[src/rtl/ecb_pkg.sv]
package ecb_pkg;
  localparam int ADDR_W = 3;

  typedef enum logic [ADDR_W-1:0] {
    A_EDGE  = 3'd0,
    A_ARM   = 3'd1,
    A_IEN   = 3'd2,
    A_CTRL  = 3'd3,
    A_CAPT  = 3'd4,
    A_IFLG  = 3'd5,
    A_LEVEL = 3'd6
  } ecb_addr_e;

  localparam int CTRL_GIE_BIT  = 0;
  localparam int CTRL_MODE_BIT = 1;
endpackage

[src/rtl/ecb_edge_detect.sv]
module ecb_edge_detect #(
  parameter int NCH    = 32,
  parameter int STAGES = 2
) (
  input  logic           clk,
  input  logic           rst,
  input  logic [NCH-1:0] pin_i,
  input  logic [NCH-1:0] sel_i,
  output logic [NCH-1:0] level_o,
  output logic [NCH-1:0] hit_o
);
  localparam int LAST = STAGES - 1;

  logic [NCH-1:0] chain [STAGES];
  logic [NCH-1:0] prev_q;
  logic [NCH-1:0] rise, fall;

  for (genvar s = 0; s < STAGES; s++) begin : g_stage
    if (s == 0) begin : g_first
      always_ff @(posedge clk) begin
        if (rst) chain[s] <= '0;
        else     chain[s] <= pin_i;
      end
    end else begin : g_next
      always_ff @(posedge clk) begin
        if (rst) chain[s] <= '0;
        else     chain[s] <= chain[s-1];
      end
    end
  end

  always_ff @(posedge clk) begin
    if (rst) prev_q <= '0;
    else     prev_q <= chain[LAST];
  end

  assign level_o = chain[LAST];
  assign rise    = chain[LAST] & ~prev_q;
  assign fall    = ~chain[LAST] & prev_q;
  assign hit_o   = (sel_i & fall) | (~sel_i & rise);

  // a hit always reflects a change between the last two samples
  a_r1_hit_is_change: assert property (@(posedge clk) disable iff (rst)
    (|hit_o) |-> ((chain[LAST] ^ prev_q) != '0));
endmodule

[src/rtl/ecb_regs.sv]
module ecb_regs
  import ecb_pkg::*;
#(
  parameter int NCH = 32
) (
  input  logic              clk,
  input  logic              rst,
  input  logic              wr_en,
  input  logic [ADDR_W-1:0] wr_addr,
  input  logic [NCH-1:0]    wr_data,
  input  logic              rd_en,
  input  logic [ADDR_W-1:0] rd_addr,
  input  logic [NCH-1:0]    arm_i,
  input  logic [NCH-1:0]    cap_i,
  input  logic [NCH-1:0]    iflg_i,
  input  logic [NCH-1:0]    level_i,
  output logic [NCH-1:0]    edge_sel_o,
  output logic [NCH-1:0]    ien_o,
  output logic              gie_o,
  output logic [NCH-1:0]    arm_set_o,
  output logic [NCH-1:0]    arm_clr_o,
  output logic [NCH-1:0]    rd_data_o
);
  logic           mode_q;
  logic           arm_wr;
  logic [NCH-1:0] ctrl_word;
  logic [NCH-1:0] rd_next;

  always_ff @(posedge clk) begin
    if (rst) begin
      edge_sel_o <= '0;
      ien_o      <= '0;
      gie_o      <= 1'b0;
      mode_q     <= 1'b0;
    end else if (wr_en) begin
      case (wr_addr)
        A_EDGE: edge_sel_o <= wr_data;
        A_IEN:  ien_o      <= wr_data;
        A_CTRL: begin
          gie_o  <= wr_data[CTRL_GIE_BIT];
          mode_q <= wr_data[CTRL_MODE_BIT];
        end
        default: ;
      endcase
    end
  end

  assign arm_wr    = wr_en && (wr_addr == A_ARM);
  assign arm_set_o = (arm_wr &&  mode_q) ? wr_data : '0;
  assign arm_clr_o = (arm_wr && !mode_q) ? wr_data : '0;

  always_comb begin
    ctrl_word                = '0;
    ctrl_word[CTRL_GIE_BIT]  = gie_o;
    ctrl_word[CTRL_MODE_BIT] = mode_q;
  end

  always_comb begin
    case (rd_addr)
      A_EDGE:  rd_next = edge_sel_o;
      A_ARM:   rd_next = arm_i;
      A_IEN:   rd_next = ien_o;
      A_CTRL:  rd_next = ctrl_word;
      A_CAPT:  rd_next = cap_i;
      A_IFLG:  rd_next = iflg_i;
      A_LEVEL: rd_next = level_i;
      default: rd_next = '0;
    endcase
  end

  always_ff @(posedge clk) begin
    if (rst)        rd_data_o <= '0;
    else if (rd_en) rd_data_o <= rd_next;
  end

  // set and clear masks never fire together
  a_r3_masks_exclusive: assert property (@(posedge clk) disable iff (rst)
    ((arm_set_o & arm_clr_o) == '0));
endmodule

[src/rtl/ecb_chan_array.sv]
module ecb_chan_array #(
  parameter int NCH = 32
) (
  input  logic           clk,
  input  logic           rst,
  input  logic [NCH-1:0] hit_i,
  input  logic [NCH-1:0] ien_i,
  input  logic [NCH-1:0] arm_set_i,
  input  logic [NCH-1:0] arm_clr_i,
  output logic [NCH-1:0] arm_o,
  output logic [NCH-1:0] cap_o,
  output logic [NCH-1:0] iflg_o
);
  for (genvar i = 0; i < NCH; i++) begin : g_ch
    logic event_w;
    assign event_w = hit_i[i] & arm_o[i];

    always_ff @(posedge clk) begin
      if (rst) begin
        arm_o[i]  <= 1'b0;
        cap_o[i]  <= 1'b0;
        iflg_o[i] <= 1'b0;
      end else begin
        if (arm_clr_i[i])      arm_o[i] <= 1'b0;
        else if (arm_set_i[i]) arm_o[i] <= 1'b1;

        // disarm beats a simultaneous edge
        if (arm_clr_i[i])  cap_o[i] <= 1'b0;
        else if (event_w)  cap_o[i] <= 1'b1;

        if (arm_clr_i[i])              iflg_o[i] <= 1'b0;
        else if (event_w && ien_i[i])  iflg_o[i] <= 1'b1;
      end
    end

    a_r2_set_arms: assert property (@(posedge clk) disable iff (rst)
      arm_set_i[i] |=> arm_o[i]);
    a_r5_disarm_clears: assert property (@(posedge clk) disable iff (rst)
      arm_clr_i[i] |=> (!arm_o[i] && !cap_o[i] && !iflg_o[i]));
    a_r4_capture_needs_arm: assert property (@(posedge clk) disable iff (rst)
      $rose(cap_o[i]) |-> ($past(arm_o[i]) && $past(hit_i[i])));
    a_r6_iflag_implies_cap: assert property (@(posedge clk) disable iff (rst)
      iflg_o[i] |-> cap_o[i]);
  end
endmodule

[src/rtl/edge_capture_bank.sv]
module edge_capture_bank
  import ecb_pkg::*;
#(
  parameter int NCH       = 32,
  parameter int SYNC_STGS = 2
) (
  input  logic              clk,
  input  logic              rst,
  input  logic              wr_en,
  input  logic [ADDR_W-1:0] wr_addr,
  input  logic [NCH-1:0]    wr_data,
  input  logic              rd_en,
  input  logic [ADDR_W-1:0] rd_addr,
  output logic [NCH-1:0]    rd_data,
  input  logic [NCH-1:0]    chan_in,
  output logic              irq
);
  logic [NCH-1:0] level_w, hit_w, edge_sel_w, ien_w;
  logic [NCH-1:0] arm_set_w, arm_clr_w, arm_w, cap_w, iflg_w;
  logic           gie_w;

  ecb_edge_detect #(.NCH(NCH), .STAGES(SYNC_STGS)) u_detect (
    .clk(clk), .rst(rst), .pin_i(chan_in), .sel_i(edge_sel_w),
    .level_o(level_w), .hit_o(hit_w)
  );

  ecb_regs #(.NCH(NCH)) u_regs (
    .clk(clk), .rst(rst),
    .wr_en(wr_en), .wr_addr(wr_addr), .wr_data(wr_data),
    .rd_en(rd_en), .rd_addr(rd_addr),
    .arm_i(arm_w), .cap_i(cap_w), .iflg_i(iflg_w), .level_i(level_w),
    .edge_sel_o(edge_sel_w), .ien_o(ien_w), .gie_o(gie_w),
    .arm_set_o(arm_set_w), .arm_clr_o(arm_clr_w), .rd_data_o(rd_data)
  );

  ecb_chan_array #(.NCH(NCH)) u_chans (
    .clk(clk), .rst(rst), .hit_i(hit_w), .ien_i(ien_w),
    .arm_set_i(arm_set_w), .arm_clr_i(arm_clr_w),
    .arm_o(arm_w), .cap_o(cap_w), .iflg_o(iflg_w)
  );

  always_ff @(posedge clk) begin
    if (rst) irq <= 1'b0;
    else     irq <= gie_w & (|iflg_w);
  end

  a_r7_gie_blocks: assert property (@(posedge clk) disable iff (rst)
    !$past(gie_w) |-> !irq);
  a_r7_needs_flag: assert property (@(posedge clk) disable iff (rst)
    irq |-> $past(|iflg_w));
endmodule

[config.mk]
export PLATFORM = sky130hd
export DESIGN_NAME = edge_capture_bank
export DESIGN_NICKNAME = d
export VERILOG_FILES = /design/src/rtl/ecb_pkg.sv /design/src/rtl/ecb_edge_detect.sv /design/src/rtl/ecb_regs.sv /design/src/rtl/ecb_chan_array.sv /design/src/rtl/edge_capture_bank.sv
export SDC_FILE = /design/constraint.sdc
export NUM_CORES = 1
export LEC_CHECK = 0
export ABC_AREA = 1
export BUFFER_PORTS_ARGS = -buffer_cell sky130_fd_sc_hd__buf_4
export CAP_MARGIN = 10
export CORE_MARGIN = 2
export CORE_UTILIZATION = 45
export CTS_BUF_LIST = sky130_fd_sc_hd__clkbuf_8
export DETAILED_ROUTE_END_ITERATION = 10
export GPL_TIMING_DRIVEN = 0
export RECOVER_POWER = 100
export SLEW_MARGIN = 40
export SYNTH_ARGS = -nofsm -noshare
export SYNTH_HDL_FRONTEND = slang
export SYNTH_SLANG_ARGS = --single-unit
[constraint.sdc]
create_clock -name clk -period 1.6 [get_ports clk]
set_input_delay 0.08 -clock clk [delete_from_list [all_inputs] [get_ports clk]]
set_output_delay 0.08 -clock clk [all_outputs]
set_load 0.01 [all_outputs]
# Word level (Yosys, flattened, before mapping)
# Memory sizes are Yosys's and may differ from the RTL's.
# Cells that the tools add are included.
[classes]
bitwise = 43
n_eq_ne = 9
n_mux = 8
reduce_logical = 74
[ops]
columns = ["op", "count"]
rows = [
  ["$pmux W32 S7", 1],
  ["$and A32 B32 Y32", 4],
  ["$mux W32", 4],
  ["$not A32 Y32", 3],
  ["$reduce_or A2 Y1", 32],
  ["$logic_and A1 B1 Y1", 35],
  ["$and A1 B1 Y1", 33],
  ["$or A32 B32 Y32", 1],
  ["$reduce_or A32 Y1", 1],
  ["$eq A3 B2 Y1 const B", 4],
  ["$eq A3 B3 Y1 const B", 3],
  ["$eq A3 B1 Y1 const B", 2],
  ["$logic_not A3 Y1", 2],
  ["$reduce_and A2 Y1", 3],
  ["$mux W1", 3],
  ["$or A1 B1 Y1", 2],
  ["$logic_not A1 Y1", 1],
]
[word_totals]
memories = 1
input_bits = 74
wordCells = 238
regBits = 227
out_inout_bits = 33
ram_bits = 64
[mem_list]
columns = ["memory", "depth", "width", "rd", "rd_ports_with_merged_regs", "write_ports", "line_no", "rtl"]
rows = [
  ["u_detect.chain", 2, 32, 2, 0, 2, "ecb_edge_detect.sv:14", "logic [NCH-1:0] chain [STAGES];"],
]

# Depth between registers and ports, before layout
# An unclocked memory read counts as a cell.
[logic_depth]
word_depth = 7
mapped_depth = 10
mapped_depth_nobuf = 7

# By module
# Synthesis repeated with hierarchy kept, for this count alone.
[hier_totals]
cells_unflattened = 1933
hier_area_um2 = 13266.5
[modules_own_cells]
columns = ["mod", "cells_each", "seq_area_each_um2", "instances", "area_each_um2"]
rows = [
  ["ecb_regs", 956, 1961.9, 1, 6030.8],
  ["ecb_chan_array", 483, 1921.8, 1, 3593.4],
  ["ecb_edge_detect", 459, 1921.8, 1, 3494.6],
  ["edge_capture_bank", 35, 20.0, 1, 147.6],
]

# Worst setup path before layout
# No wires, ideal clock.
[synth_path]
path_kind = "register to register"
from = "register u_regs.mode_q"
to = "register u_chans.arm_o[10]"
n_path_buf = 1
setup_slack_ps = 474
setup_ps = 130
stages_incl_launch_ff = 6
t_arrival_ps = 995
synth_period_minus_slack_ps = 1126
t_required_ps = 1470
cell_sequence = "dfxtp_1 inv_1 nand4_1 clkbuf_2 o21ai_0 a21oi_1"
[synth_via]
elab_chain_len = 4
word_cells_on_any_way = 6
cone_classes = "2 x mux; 4 x reduce/logical"
[synth_lines]
columns = ["element", "line_no", "rtl"]
rows = [
  ["start: declaration", "ecb_regs.sv:24", "logic mode_q;"],
  ["start signal: assignment", "ecb_regs.sv:41", "mode_q <= wr_data[CTRL_MODE_BIT];"],
  ["$logic_not A1 Y1", "ecb_regs.sv:50", "assign arm_clr_o = (arm_wr && !mode_q) ? wr_data : '0;"],
  ["$logic_and A1 B1 Y1", "ecb_regs.sv:50", ""],
  ["$mux W32", "ecb_regs.sv:50", ""],
  ["$reduce_or A2 Y1 (no source line)", "n/a", ""],
  ["end signal: indexed assignment", "ecb_chan_array.sv:20", "arm_o[i] <= 1'b0;"],
  ["end signal: indexed assignment", "ecb_chan_array.sv:24", "if (arm_clr_i[i]) arm_o[i] <= 1'b0;"],
  ["end signal: indexed assignment", "ecb_chan_array.sv:25", "else if (arm_set_i[i]) arm_o[i] <= 1'b1;"],
  ["end: declaration", "ecb_chan_array.sv:10", "output logic [NCH-1:0] arm_o,"],
]
# Several ways; a longest one is shown, not always the timed one.
# A chain may end at the register's enable or synchronous reset.

# Worst setup path after layout
[layout_path]
from = "register u_regs.mode_q"
to = "register u_chans.arm_o[8]"
# The elaborated chain is that of the path after synthesis.

==> impl_metrics.toml <==
[die]
core_area_mm2 = 0.02680
dieArea_mm2 = 0.02844
die_w_um = 168.6
start_util_pct = 45.51
num_rows = 60
pin_count = 107
die_h_um = 168.6

[final_layout]
utilization_pct = 55.92
layout-drive-gt1-share_pct = 11.44
area_growth_pct = 22.85
diodes = 0
final_nets = 1985
design_area_mm2 = 0.01499

[pwr]
power_frac_seq_pct = 48.2
vdd_drop_max_uv = 734.1
switching_share_pct = 26.16
internal-power_mw = 11.53
p_sw_mw = 4.083
p_leak_nw = 6.426
p_comb_share_pct = 8.6
power.density_mw_per_mm2 = 1042
pwr-share-clk_pct = 43.2

[synthesis]
postSynthCellCount = 1684
yosysTopAreaCellShare_pct = 47.76
yosysTopAreaCell = "dfxtp_1"
yosysSeqAreaShare_pct = 47.76
ys_ff_latch = 291
netlist_area_mm2 = 0.01220
syn_area_per_cell_um2 = 7.243
yosys_warnings = 0
synthTopCellsByArea = "dfxtp_1, a21oi_1, inv_1, nand2_1, nand4_1"
synth_nets = 1758
synthDistinctLibCells = 22

[sta]
max_freq_mhz = 626.9
finalCritPeriodShare_pct = 99.70
drv_slew = 0
rsz0062_at_grt = "yes"
final_hold_viol_count = 0
fin_worst_skew_ns = 0.03263
worstMarginPinSlew_ns = 0.8996
max_slew_margin_pct = 40.03
post-route-min-period_ns = 1.595
finalSetupViolCount = 0

[setup_path]
crit_path_start_kind = "register"
slowest_stage = "nor3_2"
end_kind = "register"
cpPeakStageDelay_ns = 0.53
crit_fanout = 10
cp.required_ns = 2.09
arrival_ns = 2.08
cp_num_buf_inv = 2
path_delay_family = "simple AND/OR/NAND/NOR gates"
crit_chain = "inv_1, nor3_2, buf_4, nand2_1, a21oi_1"
path_class = "register to register"

[clock_network]
clkSinkCount = 291
cts_buffer_depth = 3
cts_root_buffer = "clkbuf_8"
htreeDepth = 2
path_clk_slew_ns = 0.06
numCtsBuffers = 51
clk_latency_ns = 0.58
tritoncts = "yes"

[routing]
wl_met1_mm = 18.09
drc = 0
drt_iter0_drc = 933
detail-route-antenna-nets = 0
vias = 12114
firstDrtPassIters = 5
wl_met2_mm = 18.19
wl_met3_mm = 3.362
highest_layer = "met4"
via_per_inst = 5.288
wl_mm = 40.98
wl_per_cell_um = 17.89

[place]
place_congestion = 0.9121
dp_hpwl_mm = 27.47
io_buffers = 104
placed_cell_area_mm2 = 0.01341

[grt]
grt_pass1_wl_mm = 62.59
overflow = 0
antenna_found_initial = 0
grt_pass1_vias = 11414
grt_max_degree = 13
grtUsageTotal_pct = 28.55

[run]
cap_violations = 0

[status]
status = "finished, final reports clean"

[hold_path]
hold_class = "input pin to register"
## layout by cell type (no fill, tap or decap), drive strengths merged
cell / instances
a21oi: 195
buf: 129
clkbuf: 144
clkinv: 13
dfxtp: 291
dlygate4sd3: 68
inv: 279
nand2: 257
nand3: 133
nand4: 132
nor2: 175
nor3: 1
nor4: 2
o21a: 1
o21ai: 130
## worst paths after layout
check                             from                   end  slack, ns  depth (start not counted)
hold / removal                   rd_en   u_regs.rd_data_o[1]        0.1                          3
setup / recovery         u_regs.mode_q      u_chans.arm_o[8]      0.005                          5
setup reg to reg         u_regs.mode_q      u_chans.arm_o[8]      0.005                          5
hold reg to reg   u_detect.chain[0][6]  u_detect.chain[1][6]       0.40                          2
## worst reg2reg max path: cells and delay by family, from the launching register on
family	cells	cell delay, ns
simple gates	2	0.62
buf+inv	2	0.43
flops	1	0.36
compound gates	1	0.13
## power groups by stage
stage	Combinational (mW)	Sequential (mW)	Clock [mW]
2_1_floorplan	0.633	7.65	0
3_3_place_gp	1.18	7.67	0
3_5_place_dp	1.18	7.67	0
4_1_cts	1.32	7.52	6.85
5_1_grt	1.45	7.53	7.17
6_report	1.34	7.52	6.75
## layout make-up
class / count / area (um2)
clock inverters: 27 / 120.1
plain buffers: 102 / 588.1
flip-flops and latches: 291 / 5826
fillers: 2629 / 11820
clock buffers: 65 / 894.6
inverters: 265 / 996.0
repair buffers: 174 / 1345
multi-input cells: 1026 / 4790
well taps: 341 / 426.7
## cell families after synthesis
group                  count (synthesis)  share of synthesized area, %
and+or+nand+nor                      700                         25.87
DFF                                  291                         47.76
AOI/OAI and AO/OA                    326                         13.40
buffers and inverters                367                         12.98
## metrics by stage
step / hold WS (ns) / power (mW) / setup slack [ns] / instances / TNS (ns)
finish: 0.09939 / 15.61 / 0.004831 / 2291 / 0
global route: 0.06414 / 16.15 / -0.08693 / 2291 / -2.388
CTS: 0.02832 / 15.69 / 0.05228 / 2290 / 0
detailed placement: 0.2852 / 8.859 / -0.1924 / 2129 / -13.18
global placement: 0.2782 / 8.851 / -0.1712 / 2129 / -10.02
floorplan: 0.1870 / 8.280 / 0.4744 / 1684 / 0
## sequential cells by signal (all words and copies together) (netlist names)
register	flops
u_regs.mode_q	1
u_chans.cap_o	32
u_regs.rd_data_o	32
u_detect.prev_q	32
u_regs.ien_o	32
u_detect.chain	64
u_chans.arm_o	32
u_regs.edge_sel_o	32
irq	1
u_regs.gie_o	1
u_chans.iflg_o	32
## cells in the mapped netlist
library cell,number
buf_6,14
inv_2,5
inv_1,259
nor3_2,1
nand2_1,257
nand3_2,1
nor2_4,2
nand4_1,132
buf_4,14
clkbuf_2,4
dfxtp_1,291
nand3_1,132
o21ai_0,110
nor4_1,2
a21oi_1,195
clkbuf_1,35
o21ai_1,20
nor2_1,173
buf_2,33
o21a_1,1
clkinv_2,1
buf_1,2
## timing repair
action | 4_1_cts | 5_1_grt
hold buffers | 68 | 0
gates resized for setup | 1 | 13
setup endpoints to repair | 90 | 62
buffers inserted | 1 | 0
pin swaps | 1 | 0
hold endpoints to repair | 183 | 0
## layer usage
layer,vias up,global-route usage [%]
li1,5957,-
met1,5558,37.99
met2,500,46.07
met3,99,5.237
met4,0,11.36
met5,-,0
Note: power is estimated with default switching activity, not from simulation.
